**src/rtl/smbw_pkg.sv**
```systemverilog
package smbw_pkg;

    localparam int DATA_W  = 16;
    localparam int BYTE_W  = 8;
    localparam int NUM_WR  = 5;

    // writable command codes
    localparam logic [7:0] CMD_MODE  = 8'h12;
    localparam logic [7:0] CMD_CUR   = 8'h14;
    localparam logic [7:0] CMD_VOLT  = 8'h15;
    localparam logic [7:0] CMD_ALARM = 8'h16;
    localparam logic [7:0] CMD_INCUR = 8'h3F;

    // read-only command codes
    localparam logic [7:0] CMD_SPEC  = 8'h11;
    localparam logic [7:0] CMD_STAT  = 8'h13;
    localparam logic [7:0] CMD_DEVID = 8'hFE;
    localparam logic [7:0] CMD_MFRID = 8'hFF;

    // command code of writable word by index
    function automatic logic [7:0] wr_cmd_of(input int idx);
        logic [7:0] c;
        case (idx)
            0:       c = CMD_MODE;
            1:       c = CMD_CUR;
            2:       c = CMD_VOLT;
            3:       c = CMD_ALARM;
            default: c = CMD_INCUR;
        endcase
        return c;
    endfunction

    typedef enum logic [3:0] {
        PH_IDLE,
        PH_ADDR1,
        PH_CMD,
        PH_WLO,
        PH_WHI,
        PH_ADDR2,
        PH_TXLO,
        PH_TXHI,
        PH_SKIP
    } phase_e;

endpackage

```
**src/rtl/smbw_line_filter.sv**
```systemverilog
module smbw_line_filter #(
    parameter int SYNC_STAGES = 2,
    parameter int FILT_LEN    = 3
) (
    input  logic clk,
    input  logic rst_n,
    input  logic line_i,
    output logic line_o
);

    typedef struct packed {
        logic [SYNC_STAGES-1:0] sync;
        logic [FILT_LEN-1:0]    hist;
        logic                   level;
    } flt_t;

    flt_t flt_d, flt_q;

    always_comb begin
        flt_d      = flt_q;
        flt_d.sync = {flt_q.sync[SYNC_STAGES-2:0], line_i};
        flt_d.hist = {flt_q.hist[FILT_LEN-2:0], flt_q.sync[SYNC_STAGES-1]};
        // level follows only after FILT_LEN equal samples
        if (&flt_q.hist) begin
            flt_d.level = 1'b1;
        end else if (~|flt_q.hist) begin
            flt_d.level = 1'b0;
        end
    end

    always_ff @(posedge clk or negedge rst_n) begin
        if (!rst_n) begin
            flt_q <= '1;
        end else begin
            flt_q <= flt_d;
        end
    end

    assign line_o = flt_q.level;

endmodule

```
**src/rtl/smbw_byte_fsm.sv**
```systemverilog
module smbw_byte_fsm
    import smbw_pkg::*;
#(
    parameter logic [6:0] ADDR7 = 7'h09
) (
    input  logic              clk,
    input  logic              rst_n,
    input  logic              scl_i,
    input  logic              sda_i,
    input  logic [DATA_W-1:0] rd_word_i,
    output logic [7:0]        cmd_o,
    output logic              wr_en_o,
    output logic [DATA_W-1:0] wr_data_o,
    output logic              pull_o
);

    localparam int CNT_W  = $clog2(BYTE_W + 2);
    localparam int BIT_IW = $clog2(BYTE_W);
    localparam logic [CNT_W-1:0]  LAST_BIT = CNT_W'(BYTE_W);
    localparam logic [CNT_W-1:0]  ACK_BIT  = CNT_W'(BYTE_W + 1);
    localparam logic [CNT_W-1:0]  ONE      = CNT_W'(1);
    localparam logic [BIT_IW-1:0] TOP_BIT  = BIT_IW'(BYTE_W - 1);

    typedef struct packed {
        phase_e              phase;
        logic [CNT_W-1:0]    cnt;
        logic [BYTE_W-1:0]   shreg;
        logic [7:0]          cmd;
        logic [BYTE_W-1:0]   lo;
        logic [BYTE_W-1:0]   hi;
        logic [DATA_W-1:0]   txw;
        logic                ack;
        logic                pull;
        logic                wr_en;
        logic                scl_p;
        logic                sda_p;
    } fsm_t;

    fsm_t st_d, st_q;

    logic scl_rise, scl_fall, start_seen, stop_seen, is_tx;
    logic [BIT_IW:0] tx_idx;

    assign scl_rise   = scl_i & ~st_q.scl_p;
    assign scl_fall   = ~scl_i & st_q.scl_p;
    assign start_seen = scl_i & st_q.scl_p & st_q.sda_p & ~sda_i;
    assign stop_seen  = scl_i & st_q.scl_p & ~st_q.sda_p & sda_i;
    assign is_tx      = (st_q.phase == PH_TXLO) || (st_q.phase == PH_TXHI);
    assign tx_idx     = {st_q.phase == PH_TXHI, TOP_BIT - st_q.cnt[BIT_IW-1:0]};

    always_comb begin
        st_d       = st_q;
        st_d.wr_en = 1'b0;
        st_d.scl_p = scl_i;
        st_d.sda_p = sda_i;
        if (stop_seen) begin
            st_d.phase = PH_IDLE;
            st_d.cnt   = '0;
            st_d.pull  = 1'b0;
        end else if (start_seen) begin
            st_d.cnt  = '0;
            st_d.pull = 1'b0;
            st_d.ack  = 1'b0;
            // a START just after the command byte is the read turnaround
            if (st_q.phase == PH_WLO && st_q.cnt <= ONE) begin
                st_d.phase = PH_ADDR2;
            end else begin
                st_d.phase = PH_ADDR1;
            end
        end else if (st_q.phase != PH_IDLE && st_q.phase != PH_SKIP) begin
            if (scl_rise) begin
                if (st_q.cnt < LAST_BIT) begin
                    st_d.shreg = {st_q.shreg[BYTE_W-2:0], sda_i};
                    st_d.cnt   = st_q.cnt + ONE;
                end else if (st_q.cnt == LAST_BIT) begin
                    st_d.cnt = ACK_BIT;
                    if (is_tx) begin
                        st_d.ack = ~sda_i;
                    end
                end
            end
            if (scl_fall) begin
                if (st_q.cnt == LAST_BIT) begin
                    if (is_tx) begin
                        st_d.pull = 1'b0;
                    end else begin
                        case (st_q.phase)
                            PH_ADDR1: st_d.ack = (st_q.shreg == {ADDR7, 1'b0});
                            PH_ADDR2: st_d.ack = (st_q.shreg == {ADDR7, 1'b1});
                            PH_CMD: begin
                                st_d.ack = 1'b1;
                                st_d.cmd = st_q.shreg;
                            end
                            PH_WLO: begin
                                st_d.ack = 1'b1;
                                st_d.lo  = st_q.shreg;
                            end
                            PH_WHI: begin
                                st_d.ack = 1'b1;
                                st_d.hi  = st_q.shreg;
                            end
                            default: st_d.ack = 1'b0;
                        endcase
                        st_d.pull = st_d.ack;
                    end
                end else if (st_q.cnt == ACK_BIT) begin
                    st_d.cnt  = '0;
                    st_d.pull = 1'b0;
                    if (!st_q.ack) begin
                        st_d.phase = PH_SKIP;
                    end else begin
                        case (st_q.phase)
                            PH_ADDR1: st_d.phase = PH_CMD;
                            PH_CMD:   st_d.phase = PH_WLO;
                            PH_WLO:   st_d.phase = PH_WHI;
                            PH_WHI: begin
                                st_d.wr_en = 1'b1;
                                st_d.phase = PH_SKIP;
                            end
                            PH_ADDR2: begin
                                st_d.phase = PH_TXLO;
                                st_d.txw   = rd_word_i;
                                st_d.pull  = ~rd_word_i[BYTE_W-1];
                            end
                            PH_TXLO: begin
                                st_d.phase = PH_TXHI;
                                st_d.pull  = ~st_q.txw[DATA_W-1];
                            end
                            default: st_d.phase = PH_SKIP;
                        endcase
                    end
                end else if (is_tx && st_q.cnt != '0) begin
                    st_d.pull = ~st_q.txw[tx_idx];
                end
            end
        end
    end

    always_ff @(posedge clk or negedge rst_n) begin
        if (!rst_n) begin
            st_q       <= '0;
            st_q.phase <= PH_IDLE;
            st_q.scl_p <= 1'b1;
            st_q.sda_p <= 1'b1;
        end else begin
            st_q <= st_d;
        end
    end

    assign cmd_o     = st_q.cmd;
    assign wr_en_o   = st_q.wr_en;
    assign wr_data_o = {st_q.hi, st_q.lo};
    assign pull_o    = st_q.pull;

endmodule

```
**src/rtl/smbw_reg_bank.sv**
```systemverilog
module smbw_reg_bank
    import smbw_pkg::*;
(
    input  logic                           clk,
    input  logic                           rst_n,
    input  logic                           wr_en_i,
    input  logic [7:0]                     cmd_i,
    input  logic [DATA_W-1:0]              wr_data_i,
    input  logic [DATA_W-1:0]              spec_info_i,
    input  logic [DATA_W-1:0]              status_i,
    input  logic [DATA_W-1:0]              dev_id_i,
    input  logic [DATA_W-1:0]              mfr_id_i,
    output logic [DATA_W-1:0]              rd_word_o,
    output logic [NUM_WR-1:0][DATA_W-1:0]  regs_o,
    output logic [NUM_WR-1:0]              stb_o
);

    typedef struct packed {
        logic [NUM_WR-1:0][DATA_W-1:0] regs;
        logic [NUM_WR-1:0]             stb;
    } bank_t;

    bank_t bk_d, bk_q;

    always_comb begin
        bk_d     = bk_q;
        bk_d.stb = '0;
        for (int i = 0; i < NUM_WR; i++) begin
            if (wr_en_i && cmd_i == wr_cmd_of(i)) begin
                bk_d.regs[i] = wr_data_i;
                bk_d.stb[i]  = 1'b1;
            end
        end
    end

    always_comb begin
        case (cmd_i)
            CMD_SPEC:  rd_word_o = spec_info_i;
            CMD_STAT:  rd_word_o = status_i;
            CMD_DEVID: rd_word_o = dev_id_i;
            CMD_MFRID: rd_word_o = mfr_id_i;
            default:   rd_word_o = '1;
        endcase
        for (int i = 0; i < NUM_WR; i++) begin
            if (cmd_i == wr_cmd_of(i)) begin
                rd_word_o = bk_q.regs[i];
            end
        end
    end

    always_ff @(posedge clk or negedge rst_n) begin
        if (!rst_n) begin
            bk_q <= '0;
        end else begin
            bk_q <= bk_d;
        end
    end

    assign regs_o = bk_q.regs;
    assign stb_o  = bk_q.stb;

endmodule

```
**src/rtl/smbw_slave.sv**
```systemverilog
module smbw_slave
    import smbw_pkg::*;
#(
    parameter logic [6:0] ADDR7       = 7'h09,
    parameter int         SYNC_STAGES = 2,
    parameter int         FILT_LEN    = 3
) (
    input  logic              clk,
    input  logic              pwr_ok,
    input  logic              scl_i,
    input  logic              sda_i,
    output logic              sda_pull_o,
    input  logic [DATA_W-1:0] spec_info_i,
    input  logic [DATA_W-1:0] status_i,
    input  logic [DATA_W-1:0] dev_id_i,
    input  logic [DATA_W-1:0] mfr_id_i,
    output logic [DATA_W-1:0] mode_o,
    output logic [DATA_W-1:0] chg_cur_o,
    output logic [DATA_W-1:0] chg_volt_o,
    output logic [DATA_W-1:0] alarm_o,
    output logic [DATA_W-1:0] in_cur_o,
    output logic [NUM_WR-1:0] wr_stb_o
);

    localparam int NUM_LINES = 2;

    logic [NUM_LINES-1:0] raw_lines;
    logic [NUM_LINES-1:0] filt_lines;
    logic                 scl_f;
    logic                 sda_f;

    assign raw_lines = {scl_i, sda_i};

    for (genvar gi = 0; gi < NUM_LINES; gi++) begin : g_line
        smbw_line_filter #(
            .SYNC_STAGES(SYNC_STAGES),
            .FILT_LEN   (FILT_LEN)
        ) u_flt (
            .clk   (clk),
            .rst_n (pwr_ok),
            .line_i(raw_lines[gi]),
            .line_o(filt_lines[gi])
        );
    end

    assign scl_f = filt_lines[1];
    assign sda_f = filt_lines[0];

    logic [7:0]                    cmd;
    logic                          wr_en;
    logic [DATA_W-1:0]             wr_data;
    logic [DATA_W-1:0]             rd_word;
    logic [NUM_WR-1:0][DATA_W-1:0] regs;

    smbw_byte_fsm #(
        .ADDR7(ADDR7)
    ) u_fsm (
        .clk      (clk),
        .rst_n    (pwr_ok),
        .scl_i    (scl_f),
        .sda_i    (sda_f),
        .rd_word_i(rd_word),
        .cmd_o    (cmd),
        .wr_en_o  (wr_en),
        .wr_data_o(wr_data),
        .pull_o   (sda_pull_o)
    );

    smbw_reg_bank u_bank (
        .clk        (clk),
        .rst_n      (pwr_ok),
        .wr_en_i    (wr_en),
        .cmd_i      (cmd),
        .wr_data_i  (wr_data),
        .spec_info_i(spec_info_i),
        .status_i   (status_i),
        .dev_id_i   (dev_id_i),
        .mfr_id_i   (mfr_id_i),
        .rd_word_o  (rd_word),
        .regs_o     (regs),
        .stb_o      (wr_stb_o)
    );

    assign mode_o     = regs[0];
    assign chg_cur_o  = regs[1];
    assign chg_volt_o = regs[2];
    assign alarm_o    = regs[3];
    assign in_cur_o   = regs[4];

endmodule

```
**config.mk**
```make
export PLATFORM = sky130hd
export DESIGN_NAME = smbw_slave
export DESIGN_NICKNAME = d
export VERILOG_FILES = /design/src/rtl/smbw_pkg.sv /design/src/rtl/smbw_line_filter.sv /design/src/rtl/smbw_byte_fsm.sv /design/src/rtl/smbw_reg_bank.sv /design/src/rtl/smbw_slave.sv
export SDC_FILE = /design/constraint.sdc
export NUM_CORES = 1
export LEC_CHECK = 0
export BUFFER_PORTS_ARGS = -buffer_cell sky130_fd_sc_hd__buf_2
export CORE_ASPECT_RATIO = 1.1
export CORE_MARGIN = 5
export CORE_UTILIZATION = 28
export CTS_CLUSTER_SIZE = 10
export DETAILED_ROUTE_END_ITERATION = 10
export PLACE_DENSITY_LB_ADDON = 0.25
export SETUP_SLACK_MARGIN = 0.1
export SLEW_MARGIN = 20
export SYNTH_ARGS = -nofsm -noshare
export SYNTH_HDL_FRONTEND = slang
export SYNTH_SLANG_ARGS = --single-unit
export TNS_END_PERCENT = 1
```
**constraint.sdc**
```tcl
create_clock -name clk -period 2.6 [get_ports clk]
set_input_delay 0.52 -clock clk [delete_from_list [all_inputs] [get_ports clk]]
set_output_delay 0.52 -clock clk [all_outputs]
set_load 0.1 [all_outputs]
```
==> summary.txt <==
Run status
  • Status: finished, final reports clean

Detailed routing
  • Final wirelength: 25,600 µm
  • WL/cell: 21.1 µm
  • Vias/cell: 5.08
  • Vias: 6,156
  • DRT Pass-1 Iters: 5
  • Drt initial violations: 385
  • Post-route ant nets: 0
  • Drc violations: 0

Logic synthesis
  • Post-synthesis simple-gate area fraction: 10.3%
  • Area leader, netlist: dfrtp_1
  • Mapped Area: 7830 µm²
  • Synthesis Warnings: 0
  • Yosys top cell area share: 46.0%
  • Sequential share of the synthesized area: 50.7%
  • Mux cell area share after synthesis: 21.6%
  • Post-synth EDFFs: 0
  • FFs w/ async S/R, synth: 100%
  • Mapped Nets: 734
  • Post-Synth XOR/XNOR Area: 0.448%
  • Synth Register Bits: 158
  • Compound-Gate Fraction of Synth Area: 12.7%
  • Synth top area cells: dfrtp_1 (46%), mux2_2 (15%), dfstp_2 (4.7%)
  • Cell variety after synth: 68
  • Synth Flop Type: dfrtp_1
  • Syn Inst Count: 662
  • Adder-Cell Fraction of Synth Area: 0.639%
  • Largest family of logic cells by synthesized area: multiplexers
  • Mapped Avg Cell Area: 11.8 µm²

Placed design
  • Area post-placement: 9230 µm²
  • Routability cong.: 0.873
  • Buffers on Ports: 153
  • Post-DP HPWL: 19,300 µm

Layout
  • Finished Core Util: 35.5%
  • Antenna cells: 0
  • Final design instance area without fill: 9820 µm²
  • Layout cells sized above 1: 44.2%
  • Final #Nets: 908
  • P&R area growth vs syn: 25.5%

Run
  • Max cap viols: 0

Timing
  • Max Transition Viols Final: 0
  • Setup TNS: 0 ps
  • RSZ-0062 raised after global routing: true
  • Setup violations, final: 0
  • Fin crit period: 2440 ps
  • Worst-Margin Slew: 925 ps
  • Hold Fails Final Rpt: 0
  • Fin crit share: 93.7%
  • Hold WS: 86.8 ps
  • Setup Skew: 17.6 ps
  • Slew headroom: 38.0%
  • Fmax: 410 MHz

Setup path
  • CP Launch Type: flip-flop
  • Critical path required time: 2920 ps
  • Crit-path max cell delay: 710 ps
  • Critical path cell sequence: buf_4 -> or4b_2 -> buf_4 -> nor3_1 -> mux2i_1 -> o32ai_1 -> a32o_1
  • Most frequent CP cell: buf_4
  • Endpoint class of the critical path: flip-flop
  • Arrival @ worst endpoint: 2760 ps
  • CP bufs+invs: 2
  • Crit-path slowest cell: or4b_2
  • CP max FO: 7
  • Critical path's top delay family: simple AND/OR/NAND/NOR gates
  • WS Path Type: reg -> reg

Power
  • Pwr Total: 0.00579 W
  • VDD IR-drop max: 0.377 mV
  • Pwr Density: 589 nW/µm²
  • Leakage Power: 4.63 nW

Clocking
  • H-tree depth: 4
  • Deepest clock path buffer count: 2
  • Clock Sinks: 158
  • Root buffer cell: clkbuf_16
  • Worst-Skew Late Latency: 430 ps
  • CTS Buf Count: 17
  • TritonCTS clock tree: done
  • Setup bufs post-CTS: 0
  • CTS clk-pin slew, worst paths: 70 ps
  • Hold-fix buffers, CTS: 0
  • CTS resizes: 0

Floorplan
  • Core ar.: 27,700 µm²
  • Rows: 64
  • Die H: 185 µm
  • Initial Util: 28.2%
  • I/O Pins: 154
  • Die X-Extent: 169 µm
  • Die footprint: 31,400 µm²

Min path
  • Hold crit path type: in -> async

Global routing
  • Initial antenna violation count: 0
  • First-pass GRT wire length: 39,500 µm
  • Largest net degree at the start of global routing: 64
  • GRT met3 Usage: 3.07%
  • Vias in the first global route: 6,515
  • Total grt overflow: 0
  • Met2 Track Usage GR: 27.3%
  • Busiest grt layer: met2
  • Met1 usage in global routing: 21.3%
  • Total Routing Usage GR: 16.4%
[kinds of logic after synthesis]
| group | after synthesis |
|---|---|
| AOI/OAI and AO/OA | 147 |
| xor gates and xnor gates | 4 |
| adders and majority gates | 4 |
| buffers and inverters | 60 |
| DFF | 158 |
| muxes | 150 |
| and+or+nand+nor | 139 |
[synth_stat cells, types with 3 or more instances]
master / n
a2111oi_0: 15
a211oi_1: 3
a21oi_1: 23
a22o_1: 15
a22oi_1: 31
a31oi_1: 4
buf_2: 18
buf_6: 3
clkbuf_1: 25
dfrtp_1: 144
dfstp_2: 14
ha_1: 4
inv_1: 13
mux2_1: 9
mux2_2: 103
mux2i_1: 34
mux4_2: 4
nand2_1: 11
nand2b_1: 5
nand3_1: 6
nand4_1: 5
nor2_1: 60
nor2b_1: 6
nor3_1: 7
nor4_1: 3
o21ai_0: 30
o21ai_1: 10
or4b_2: 3
xor2_1: 3
[per-layer routing]
metal | part of all wire (%) | vias to the layer above
met1 | 45 | 3116
met4 | 2.5 | 0
met2 | 49 | 179
met5 | 0 | -
met3 | 3.8 | 39
li1 | - | 2822
[layout by cell type (no fill, tap or decap), drive strengths merged, types with 3 or more instances in the layout]
cell type,synthesis,final
a2111oi,15,15
a211oi,3,3
a21oi,23,23
a22o,15,15
a22oi,31,31
a31oi,4,4
buf,22,202
clkbuf,25,17
dfrtp,144,144
dfstp,14,14
ha,4,4
inv,13,24
mux2,112,112
mux2i,34,34
mux4,4,4
nand2,13,13
nand2b,5,5
nand3,8,8
nand4,6,6
nor2,61,61
nor2b,6,6
nor3,9,9
nor3b,4,4
nor4,4,4
nor4b,3,3
o21ai,40,40
or3b,3,3
or4b,3,3
xor2,3,3
[registers in the layout (all words and copies together), names as in the netlist]
name,cells
u_fsm.wr_en_o,1
g_line.u_flt.flt_q,2
u_bank.stb_o,5
u_bank.regs_o,80
g_line.u_flt.flt_d,8
u_fsm.pull_o,1
u_fsm.cmd_o,8
g_line.u_flt.line_o,2
u_fsm.st_q,35
u_fsm.wr_data_o,16
[worst register-to-register path, delay by kind of cell, from the launching register on]
family	cells	cell delay (ps)
muxes	1	230
DFF	1	410
buffers and inverters	2	370
and+or+nand+nor	2	950
AOI/OAI and AO/OA	2	380
[report_power, final]
group | internal (W) | total (W) | switching (W) | leakage [nW]
Clock | 0.00130 | 0.00249 | 0.00120 | 0.284
Sequential | 0.00254 | 0.00265 | 0.000110 | 2.07
Combinational | 0.000280 | 0.000641 | 0.000361 | 2.28
Total | 0.00412 | 0.00579 | 0.00167 | 4.63
[stage by stage]
stage                     setup WS, ps  instances
after floorplan                    410        662
after global placement             159       1180
after CTS                          114       1212
after detailed placement           123       1180
final                              163       1212
after global routing              27.3       1212
[final timing paths]
| check | startpoint | end | slack, ps | cells after the start |
|---|---|---|---|---|
| min in group clk | sda_i | g_line[0].u_flt.flt_d[5]$_DFF_PN1_ | 190 | 1 |
| worst min register to register | g_line[1].u_flt.flt_d[5]$_DFF_PN1_ | g_line[1].u_flt.flt_d[1]$_DFF_PN1_ | 360 | 0 |
| max in group asynchronous | pwr_ok | u_fsm.st_q[1]$_DFF_PN1_ | 1790 | 2 |
| worst min-delay path | pwr_ok | u_bank.regs_o[16]$_DFFE_PN0P_ | 90 | 1 |
| worst max register to register | u_fsm.st_q[53]$_DFFE_PN0P_ | u_fsm.st_q[4]$_DFFE_PN0P_ | 160 | 7 |
| worst max-delay path | u_fsm.st_q[53]$_DFFE_PN0P_ | u_fsm.st_q[4]$_DFFE_PN0P_ | 160 | 7 |
[cell type report]
type / count / area [µm²]
inverter: 13 / 48.8
clock inverter: 15 / 161
tap: 363 / 454
fill: 2828 / 17900
sequential: 158 / 3970
timing repair buffer: 202 / 1180
multi-input combinational: 444 / 3590
clock buffer: 17 / 425
No activity file was read; power rests on OpenSTA's default activity.
